==> src/rtl/desc_hdr_pkg.sv <==
package desc_hdr_pkg;

  typedef enum logic [2:0] {
    ERR_NONE    = 3'd0,
    ERR_SMALL   = 3'd1,
    ERR_SIZE    = 3'd2,
    ERR_IDCRC   = 3'd3,
    ERR_DATACRC = 3'd4
  } hdr_err_e;

  // Byte positions the checker decodes
  localparam int unsigned OFS_UID    = 1;
  localparam int unsigned UID_BYTES  = 8;
  localparam int unsigned OFS_DCRC   = 9;
  localparam int unsigned DCRC_BYTES = 4;
  localparam int unsigned OFS_REV    = 13;
  localparam int unsigned OFS_LEN    = 14;
  localparam int unsigned DATA_START = 13;
  localparam int unsigned LEN_SEEN   = 16;
  localparam int unsigned HDR_BYTES  = 22;

endpackage

==> src/rtl/crc_lane.sv <==
module crc_lane #(
  parameter int            W         = 8,
  parameter logic [W-1:0]  POLY      = '0,
  parameter logic [W-1:0]  INIT      = '1,
  parameter bit            LSB_FIRST = 1'b0
) (
  input  logic         clk,
  input  logic         rst_n,
  input  logic         clr,
  input  logic         en,
  input  logic [7:0]   din,
  output logic [W-1:0] crc_q
);

  logic [W-1:0] step;
  logic [W-1:0] crc_d;

  generate
    if (LSB_FIRST) begin : g_reflected
      always_comb begin
        step = crc_q ^ W'(din);
        for (int k = 0; k < 8; k++) begin
          step = step[0] ? ((step >> 1) ^ POLY) : (step >> 1);
        end
      end
    end else begin : g_normal
      always_comb begin
        step = crc_q ^ (W'(din) << (W - 8));
        for (int k = 0; k < 8; k++) begin
          step = step[W-1] ? ((step << 1) ^ POLY) : (step << 1);
        end
      end
    end
  endgenerate

  always_comb begin
    crc_d = crc_q;
    if (clr)     crc_d = INIT;
    else if (en) crc_d = step;
  end

  always_ff @(posedge clk or negedge rst_n) begin
    if (!rst_n)         crc_q <= INIT;
    else if (clr || en) crc_q <= crc_d;
  end

  // an idle lane keeps its value
  p_idle_holds_r1: assert property (@(posedge clk) disable iff (!rst_n)
    (!clr && !en) |=> $stable(crc_q));

  // every image starts from the start value
  p_clear_init_r5: assert property (@(posedge clk) disable iff (!rst_n)
    clr |=> (crc_q == INIT));

endmodule

==> src/rtl/hdr_fields.sv <==
module hdr_fields
  import desc_hdr_pkg::*;
#(
  parameter int LEN_W = 10,
  parameter int CNT_W = LEN_W + 1
) (
  input  logic             clk,
  input  logic             rst_n,
  input  logic             acc,
  input  logic [CNT_W-1:0] idx,
  input  logic [7:0]       din,
  output logic [7:0]       id_exp,
  output logic [63:0]      uid,
  output logic [31:0]      dcrc_exp,
  output logic [7:0]       rev,
  output logic [LEN_W-1:0] dlen
);

  localparam logic [CNT_W-1:0] C_REV    = CNT_W'(OFS_REV);
  localparam logic [CNT_W-1:0] C_LEN_LO = CNT_W'(OFS_LEN);
  localparam logic [CNT_W-1:0] C_LEN_HI = CNT_W'(OFS_LEN + 1);

  logic             start;
  logic [7:0]       id_d;
  logic [63:0]      uid_d;
  logic [31:0]      dcrc_d;
  logic [7:0]       rev_d;
  logic [LEN_W-1:0] dlen_d;

  assign start = acc && (idx == '0);

  always_comb begin
    id_d   = id_exp;
    uid_d  = uid;
    dcrc_d = dcrc_exp;
    rev_d  = rev;
    dlen_d = dlen;
    if (start) begin
      id_d   = din;
      uid_d  = '0;
      dcrc_d = '0;
      rev_d  = '0;
      dlen_d = '0;
    end else if (acc) begin
      for (int g = 0; g < UID_BYTES; g++) begin
        if (idx == CNT_W'(OFS_UID + g)) uid_d[8*g +: 8] = din;
      end
      for (int g = 0; g < DCRC_BYTES; g++) begin
        if (idx == CNT_W'(OFS_DCRC + g)) dcrc_d[8*g +: 8] = din;
      end
      if (idx == C_REV)    rev_d = din;
      if (idx == C_LEN_LO) dlen_d[7:0] = din;
      if (idx == C_LEN_HI) dlen_d[LEN_W-1:8] = din[LEN_W-9:0];
    end
  end

  always_ff @(posedge clk or negedge rst_n) begin
    if (!rst_n) begin
      id_exp   <= '0;
      uid      <= '0;
      dcrc_exp <= '0;
      rev      <= '0;
      dlen     <= '0;
    end else if (acc) begin
      id_exp   <= id_d;
      uid      <= uid_d;
      dcrc_exp <= dcrc_d;
      rev      <= rev_d;
      dlen     <= dlen_d;
    end
  end

  // only the low bits of the upper length byte reach the length
  p_len_high_bits_r2: assert property (@(posedge clk) disable iff (!rst_n)
    (acc && idx == C_LEN_HI) |=> (dlen[LEN_W-1:8] == $past(din[LEN_W-9:0])));

  // a new image drops the previous image's fields
  p_start_clears_r1: assert property (@(posedge clk) disable iff (!rst_n)
    start |=> (uid == '0 && rev == '0 && dlen == '0));

endmodule

==> src/rtl/desc_hdr_check.sv <==
module desc_hdr_check
  import desc_hdr_pkg::*;
#(
  parameter int LEN_W = 10
) (
  input  logic             clk,
  input  logic             rst_n,
  input  logic             in_valid,
  input  logic [7:0]       in_data,
  input  logic             in_last,
  output logic             done,
  output logic             pass,
  output logic [2:0]       err_code,
  output logic [63:0]      uid,
  output logic             rev_warn,
  output logic [LEN_W:0]   img_size
);

  localparam int CNT_W = LEN_W + 1;
  localparam logic [CNT_W-1:0] C_ONE     = CNT_W'(1);
  localparam logic [CNT_W-1:0] C_MAX     = '1;
  localparam logic [CNT_W-1:0] C_ID_LO   = CNT_W'(OFS_UID);
  localparam logic [CNT_W-1:0] C_ID_HI   = CNT_W'(OFS_UID + UID_BYTES - 1);
  localparam logic [CNT_W-1:0] C_DSTART  = CNT_W'(DATA_START);
  localparam logic [CNT_W-1:0] C_LSEEN   = CNT_W'(LEN_SEEN);
  localparam logic [CNT_W-1:0] C_REVSEEN = CNT_W'(OFS_REV + 1);
  localparam logic [CNT_W-1:0] C_HDR     = CNT_W'(HDR_BYTES);

  // reset: asserted asynchronously, released on the clock
  logic [1:0] rst_sync_q;
  logic       rst_int_n;

  always_ff @(posedge clk or negedge rst_n) begin
    if (!rst_n) rst_sync_q <= 2'b00;
    else        rst_sync_q <= {rst_sync_q[0], 1'b1};
  end
  assign rst_int_n = rst_sync_q[1];

  // byte position tracking
  logic             acc;
  logic             fresh_q, fresh_d;
  logic             done_q, done_d;
  logic [CNT_W-1:0] cnt_q, cnt_d, idx;

  always_comb begin
    acc     = in_valid;
    idx     = fresh_q ? '0 : cnt_q;
    cnt_d   = cnt_q;
    fresh_d = fresh_q;
    done_d  = 1'b0;
    if (acc) begin
      cnt_d   = (idx == C_MAX) ? idx : idx + C_ONE;
      fresh_d = in_last;
      done_d  = in_last;
    end
  end

  always_ff @(posedge clk or negedge rst_int_n) begin
    if (!rst_int_n) begin
      fresh_q <= 1'b1;
      done_q  <= 1'b0;
      cnt_q   <= '0;
    end else begin
      done_q <= done_d;
      if (acc) begin
        fresh_q <= fresh_d;
        cnt_q   <= cnt_d;
      end
    end
  end

  // header fields
  logic [7:0]       id_exp;
  logic [31:0]      dcrc_exp;
  logic [7:0]       rev;
  logic [LEN_W-1:0] dlen;
  logic [CNT_W-1:0] total;

  hdr_fields #(.LEN_W(LEN_W), .CNT_W(CNT_W)) u_fields (
    .clk      (clk),
    .rst_n    (rst_int_n),
    .acc      (acc),
    .idx      (idx),
    .din      (in_data),
    .id_exp   (id_exp),
    .uid      (uid),
    .dcrc_exp (dcrc_exp),
    .rev      (rev),
    .dlen     (dlen)
  );

  assign total = {1'b0, dlen} + C_DSTART;

  // checksum lanes
  logic        start;
  logic        id_en, data_en;
  logic [7:0]  crc8_q;
  logic [31:0] crc32_q;

  assign start   = acc && (idx == '0);
  assign id_en   = acc && (idx >= C_ID_LO) && (idx <= C_ID_HI);
  assign data_en = acc && (idx >= C_DSTART) && ((idx < C_LSEEN) || (idx < total));

  crc_lane #(.W(8), .POLY(8'h07), .INIT(8'hFF), .LSB_FIRST(1'b0)) u_id_crc (
    .clk   (clk),
    .rst_n (rst_int_n),
    .clr   (start),
    .en    (id_en),
    .din   (in_data),
    .crc_q (crc8_q)
  );

  crc_lane #(.W(32), .POLY(32'h82F6_3B78), .INIT(32'hFFFF_FFFF), .LSB_FIRST(1'b1)) u_data_crc (
    .clk   (clk),
    .rst_n (rst_int_n),
    .clr   (start),
    .en    (data_en),
    .din   (in_data),
    .crc_q (crc32_q)
  );

  // status decode in priority order
  hdr_err_e err;

  always_comb begin
    if (cnt_q < C_LSEEN)               err = ERR_SIZE;
    else if (total < C_HDR)            err = ERR_SMALL;
    else if (cnt_q != total)           err = ERR_SIZE;
    else if (crc8_q != id_exp)         err = ERR_IDCRC;
    else if (~crc32_q != dcrc_exp)     err = ERR_DATACRC;
    else                               err = ERR_NONE;
  end

  assign done     = done_q;
  assign err_code = err;
  assign pass     = done_q && (err == ERR_NONE);
  assign rev_warn = (cnt_q >= C_REVSEEN) && (rev > 8'd1);
  assign img_size = total;

  // no byte, no movement
  p_idle_no_count_r1: assert property (@(posedge clk) disable iff (!rst_int_n)
    !in_valid |=> ($stable(cnt_q) && $stable(fresh_q)));

  // the byte counter saturates instead of wrapping
  p_count_saturates_r4: assert property (@(posedge clk) disable iff (!rst_int_n)
    (acc && !fresh_q && cnt_q == C_MAX) |=> (cnt_q == C_MAX));

  // a passing image was at least a full header long
  p_pass_full_header_r3: assert property (@(posedge clk) disable iff (!rst_int_n)
    pass |-> (cnt_q >= C_HDR && total >= C_HDR));

  // the strobe lasts one cycle unless another image ends
  p_done_single_r9: assert property (@(posedge clk) disable iff (!rst_int_n)
    (done && !(in_valid && in_last)) |=> !done);

endmodule

==> config.mk <==
export PLATFORM = sky130hd
export DESIGN_NAME = desc_hdr_check
export DESIGN_NICKNAME = d
export VERILOG_FILES = /design/src/rtl/desc_hdr_pkg.sv /design/src/rtl/crc_lane.sv /design/src/rtl/hdr_fields.sv /design/src/rtl/desc_hdr_check.sv
export SDC_FILE = /design/constraint.sdc
export NUM_CORES = 1
export LEC_CHECK = 0
export CAP_MARGIN = 15
export CORE_UTILIZATION = 45
export CTS_CLUSTER_DIAMETER = 60
export CTS_CLUSTER_SIZE = 20
export DETAILED_ROUTE_END_ITERATION = 6
export GPL_ROUTABILITY_DRIVEN = 0
export HOLD_SLACK_MARGIN = 0.03
export PLACE_DENSITY = 0.69
export SLEW_MARGIN = 30
export SYNTH_ARGS = -nofsm -noshare
export SYNTH_HDL_FRONTEND = slang
export SYNTH_SLANG_ARGS = --single-unit
==> constraint.sdc <==
create_clock -name clk -period 5.5 [get_ports clk]
set_input_delay 0.825 -clock clk [delete_from_list [all_inputs] [get_ports clk]]
set_output_delay 0.825 -clock clk [all_outputs]
set_load 0.1 [all_outputs]
==> summary.txt <==
YOSYS
------------------------------------------------------------------------------------------------------
Synthesized area per cell                                                                    12.2 um^2
Post-synth design cell area                                                               0.00974 mm^2
Number of synthesized register bits                                                                176
Most used flip-flop cell after synthesis                                                  sky130_fd_sc_hd__dfrtp_1
Count of synthesis-stage warnings from yosys                                                         0
Net count after synthesis                                                                          825
Number of enable-type register cells in the synthesized netlist                                      0
Post-synthesis cell type count                                                                      64
Ys async rst share                                                                                100%
Post-synthesis cell count                                                                          799
Sequential fraction of the synthesis area                                                        45.8%

CLOCK NETWORK
------------------------------------------------------------------------------------------------------
H-tree depth reported by CTS                                                                         4
Clk buf depth                                                                                        2
Cell chosen for the clock root                                                            sky130_fd_sc_hd__clkbuf_16
Clock transition at the register clock pins on the worst setup and hold paths after CTS        0.08 ns
Post-CTS Setup Inserts                                                                               0
Post-CTS Resized                                                                                     0
Clock latency on the worst-skew pair                                                           0.44 ns
Inserted Clock Buffers                                                                              17
Clock tree from TritonCTS                                                                        built
Number of hold-repair buffers added at the cts stage                                                 0
Sink count of the clock tree                                                                       176

FLOORPLANNING
------------------------------------------------------------------------------------------------------
DIE AREA                                                                                   0.0222 mm^2
Top-level port count                                                                                93
Initial Util                                                                                     46.2%
# rows                                                                                              53
Die height                                                                                      149 um
Horiz. Die Dim                                                                                  149 um
Core region area                                                                           0.0211 mm^2

GLOBAL ROUTE
------------------------------------------------------------------------------------------------------
GRT overflow                                                                                         0
Met3 demand-to-capacity share in global routing                                                  3.94%
Global-route layer with the greatest usage                                                        met2
Gr usage total                                                                                   21.2%
Number of global-route vias before repair                                                         6219
Pin count of the biggest net entering global routing                                               103
Global-route track usage on met2                                                                 32.2%
Number of antenna violations at the first check in global routing                                    0
Wire length of the first global-routing pass                                                  35600 um
Met1 Resource Use GR                                                                             31.0%

STA
------------------------------------------------------------------------------------------------------
Max Freq                                                                                     0.225 GHz
Final hold violations                                                                                0
Final worst path period share                                                                    80.9%
Max Transition Viols Final                                                                           0
Fin crit period                                                                                4.45 ns
Pin slew with the least headroom to its limit                                                  1.01 ns
Worst hold slack across all endpoints                                                         0.256 ns
Post-Route Setup TNS                                                                              0 ns
Final clock skew                                                                             0.0129 ns
Setup violation total in the final timing report                                                     0
Slew HR                                                                                          32.5%
Unrepaired setup endpoints after global routing                                                     no

DRT
------------------------------------------------------------------------------------------------------
Routed WL                                                                                     22600 um
Starting DRC count in detailed routing                                                             355
Number of vias per cell                                                                           5.36
Post-DRT Antenna Nets                                                                                0
DRC viols                                                                                            0
Average routed wire per standard cell                                                          19.3 um
Vias after detailed routing                                                                       6276
TritonRoute pass-1 iters                                                                             5

WORST SETUP PATH
------------------------------------------------------------------------------------------------------
Endpoint arrival time on the critical path                                                     3.62 ns
Startpoint type of the worst setup path                                                       register
Data required time at the worst endpoint                                                       4.68 ns
Endpoint type of the worst setup path                                                       output pin
Flop-to-flop setup slack                                                                       1.70 ns
Kind of critical path                                                                     register to output pin
Critical Path Fanout Max                                                                             7

CELLS AND AREA
------------------------------------------------------------------------------------------------------
Synth-to-layout area growth                                                                      18.6%
Non-Filler Instances                                                                              1170
Footprint of the flip-flops and latches                                                   0.00446 mm^2
Fraction of final layout cells with drive strength greater than 1                                27.7%
Area occupied by multi-input gates                                                        0.00506 mm^2
Final-layout fill cell count                                                                      1829
Net total in the final layout                                                                      908
Number of antenna repair diodes                                                                      0

PLACE
------------------------------------------------------------------------------------------------------
Count of buffers from port buffering                                                                92
Post-detail-place hpwl                                                                        15500 um
Placed cell count                                                                                 1137

OUTCOME
------------------------------------------------------------------------------------------------------
Run status                                                                                   completed

MIN PATH
------------------------------------------------------------------------------------------------------
Worst hold path type                                                                      register to async pin

JOB
------------------------------------------------------------------------------------------------------
Number of max-cap violations                                                                         0

-- cell usage in the layout (no fill, tap or decap), types with 3 or more instances in the layout --
cell type	synthesis	final
sky130_fd_sc_hd__a21o_1	10	10
sky130_fd_sc_hd__a21oi_1	17	17
sky130_fd_sc_hd__and2_1	10	10
sky130_fd_sc_hd__and3_1	7	7
sky130_fd_sc_hd__buf_4	1	8
sky130_fd_sc_hd__clkbuf_16	0	17
sky130_fd_sc_hd__clkdlybuf4s50_1	0	89
sky130_fd_sc_hd__clkinv_4	0	3
sky130_fd_sc_hd__clkinv_8	0	5
sky130_fd_sc_hd__dfrtp_1	135	134
sky130_fd_sc_hd__dfstp_2	41	41
sky130_fd_sc_hd__ha_1	14	14
sky130_fd_sc_hd__inv_1	19	19
sky130_fd_sc_hd__inv_8	0	4
sky130_fd_sc_hd__mux2_2	117	117
sky130_fd_sc_hd__mux2_4	27	27
sky130_fd_sc_hd__mux2i_1	4	4
sky130_fd_sc_hd__nand2_1	83	83
sky130_fd_sc_hd__nand2b_1	4	4
sky130_fd_sc_hd__nand3_1	5	5
sky130_fd_sc_hd__nand3b_1	4	4
sky130_fd_sc_hd__nand4_1	13	13
sky130_fd_sc_hd__nor2_1	18	18
sky130_fd_sc_hd__nor2b_1	12	12
sky130_fd_sc_hd__nor3_1	8	8
sky130_fd_sc_hd__nor4_1	5	5
sky130_fd_sc_hd__o21ai_0	8	7
sky130_fd_sc_hd__o221ai_1	3	3
sky130_fd_sc_hd__xnor2_1	75	73
sky130_fd_sc_hd__xnor2_2	5	7
sky130_fd_sc_hd__xnor3_1	15	15
sky130_fd_sc_hd__xor2_1	60	60
sky130_fd_sc_hd__xor3_1	3	3
-- synthesized netlist by cell type, drive strengths merged, types with 14 or more instances --
library cell / n / area, um^2
inv: 19 / 71.3
ha: 14 / 175
xnor3: 15 / 338
a21oi: 17 / 85.1
nor2: 18 / 67.6
clkbuf: 28 / 105
xnor2: 81 / 766
dfrtp: 135 / 3380
xor2: 62 / 558
nand2: 83 / 312
mux2: 144 / 1720
dfstp: 41 / 1080
-- registers in the layout, summed over array words and instances (netlist names), 2 cells and up --
register and count:
u_fields.rev 7, cnt_q 11, u_fields.dlen 10, u_fields.uid 64
u_fields.id_exp 8, u_fields.dcrc_exp 32, rst_sync_q 2, u_id_crc.crc_q 8
u_data_crc.crc_q 32
-- area by class of cell --
class                           count  area share (%)
Multi-Input combinational cell    569            43.8
Sequential cell                   176            38.6
Timing Repair Buffer               99            8.65
Clock buffer                       17            3.68
Tap cell                          275            2.98
Clock inverter                     15            1.61
Inverter                           19           0.618
-- final timing paths --
check                                 start  cells past startpoint                   to
min in group clk              rst_sync_q[0]                      0        rst_sync_q[1]
setup / recovery           u_fields.dlen[0]                      8          err_code[1]
max in group asynchronous     rst_sync_q[1]                      1     u_fields.dlen[3]
setup reg to reg           u_fields.dlen[0]                     12  u_data_crc.crc_q[0]
hold reg to reg               rst_sync_q[1]                      0   u_fields.id_exp[5]
hold / removal                rst_sync_q[1]                      0   u_fields.id_exp[5]
-- stage by stage --
| stage | util [%] | instance area (um^2) | worst slack (ns) |
|---|---|---|---|
| 2_1_floorplan | - | 9750 | 0.304 |
| 3_3_place_gp | 51.7 | 10900 | 1.55 |
| 3_5_place_dp | 51.7 | 10900 | 1.54 |
| 4_1_cts | 54.6 | 11500 | 1.06 |
| 5_1_grt | 54.8 | 11500 | 0.864 |
| 6_report | 54.8 | 11500 | 1.05 |
-- cells by family after synthesis --
kind of cell	Yosys count	synth area share [%]
buffers and inverters	54	2.51
other	1	0.0385
xor gates and xnor gates	161	17.8
muxes	148	18.1
AOI/OAI and AO/OA	62	4.50
DFF	176	45.8
and+or+nand+nor	183	9.50
adders and majority gates	14	1.80
-- worst max-delay path, stage by stage (launching register included) --
cell and delay [ns]:
sky130_fd_sc_hd__dfrtp_1 0.45, sky130_fd_sc_hd__ha_1 0.28, sky130_fd_sc_hd__nor3_1 0.35, sky130_fd_sc_hd__xnor2_2 0.19
sky130_fd_sc_hd__xnor2_1 0.14, sky130_fd_sc_hd__nand4_1 0.13, sky130_fd_sc_hd__nor4_1 0.51, sky130_fd_sc_hd__nor2_1 0.14
sky130_fd_sc_hd__clkdlybuf4s50_1 0.99
-- per-layer routing --
layer	up-vias	wire (um)	share of wire [%]
met5	-	0	0
met1	3211	11100	49
met2	135	10400	46
met3	19	789	3.5
li1	2911	-	-
met4	0	294	1.3
Power is left out: the tool's default activity adds up to more than one toggle a clock period on the data nets, which glitch-free logic cannot reach.
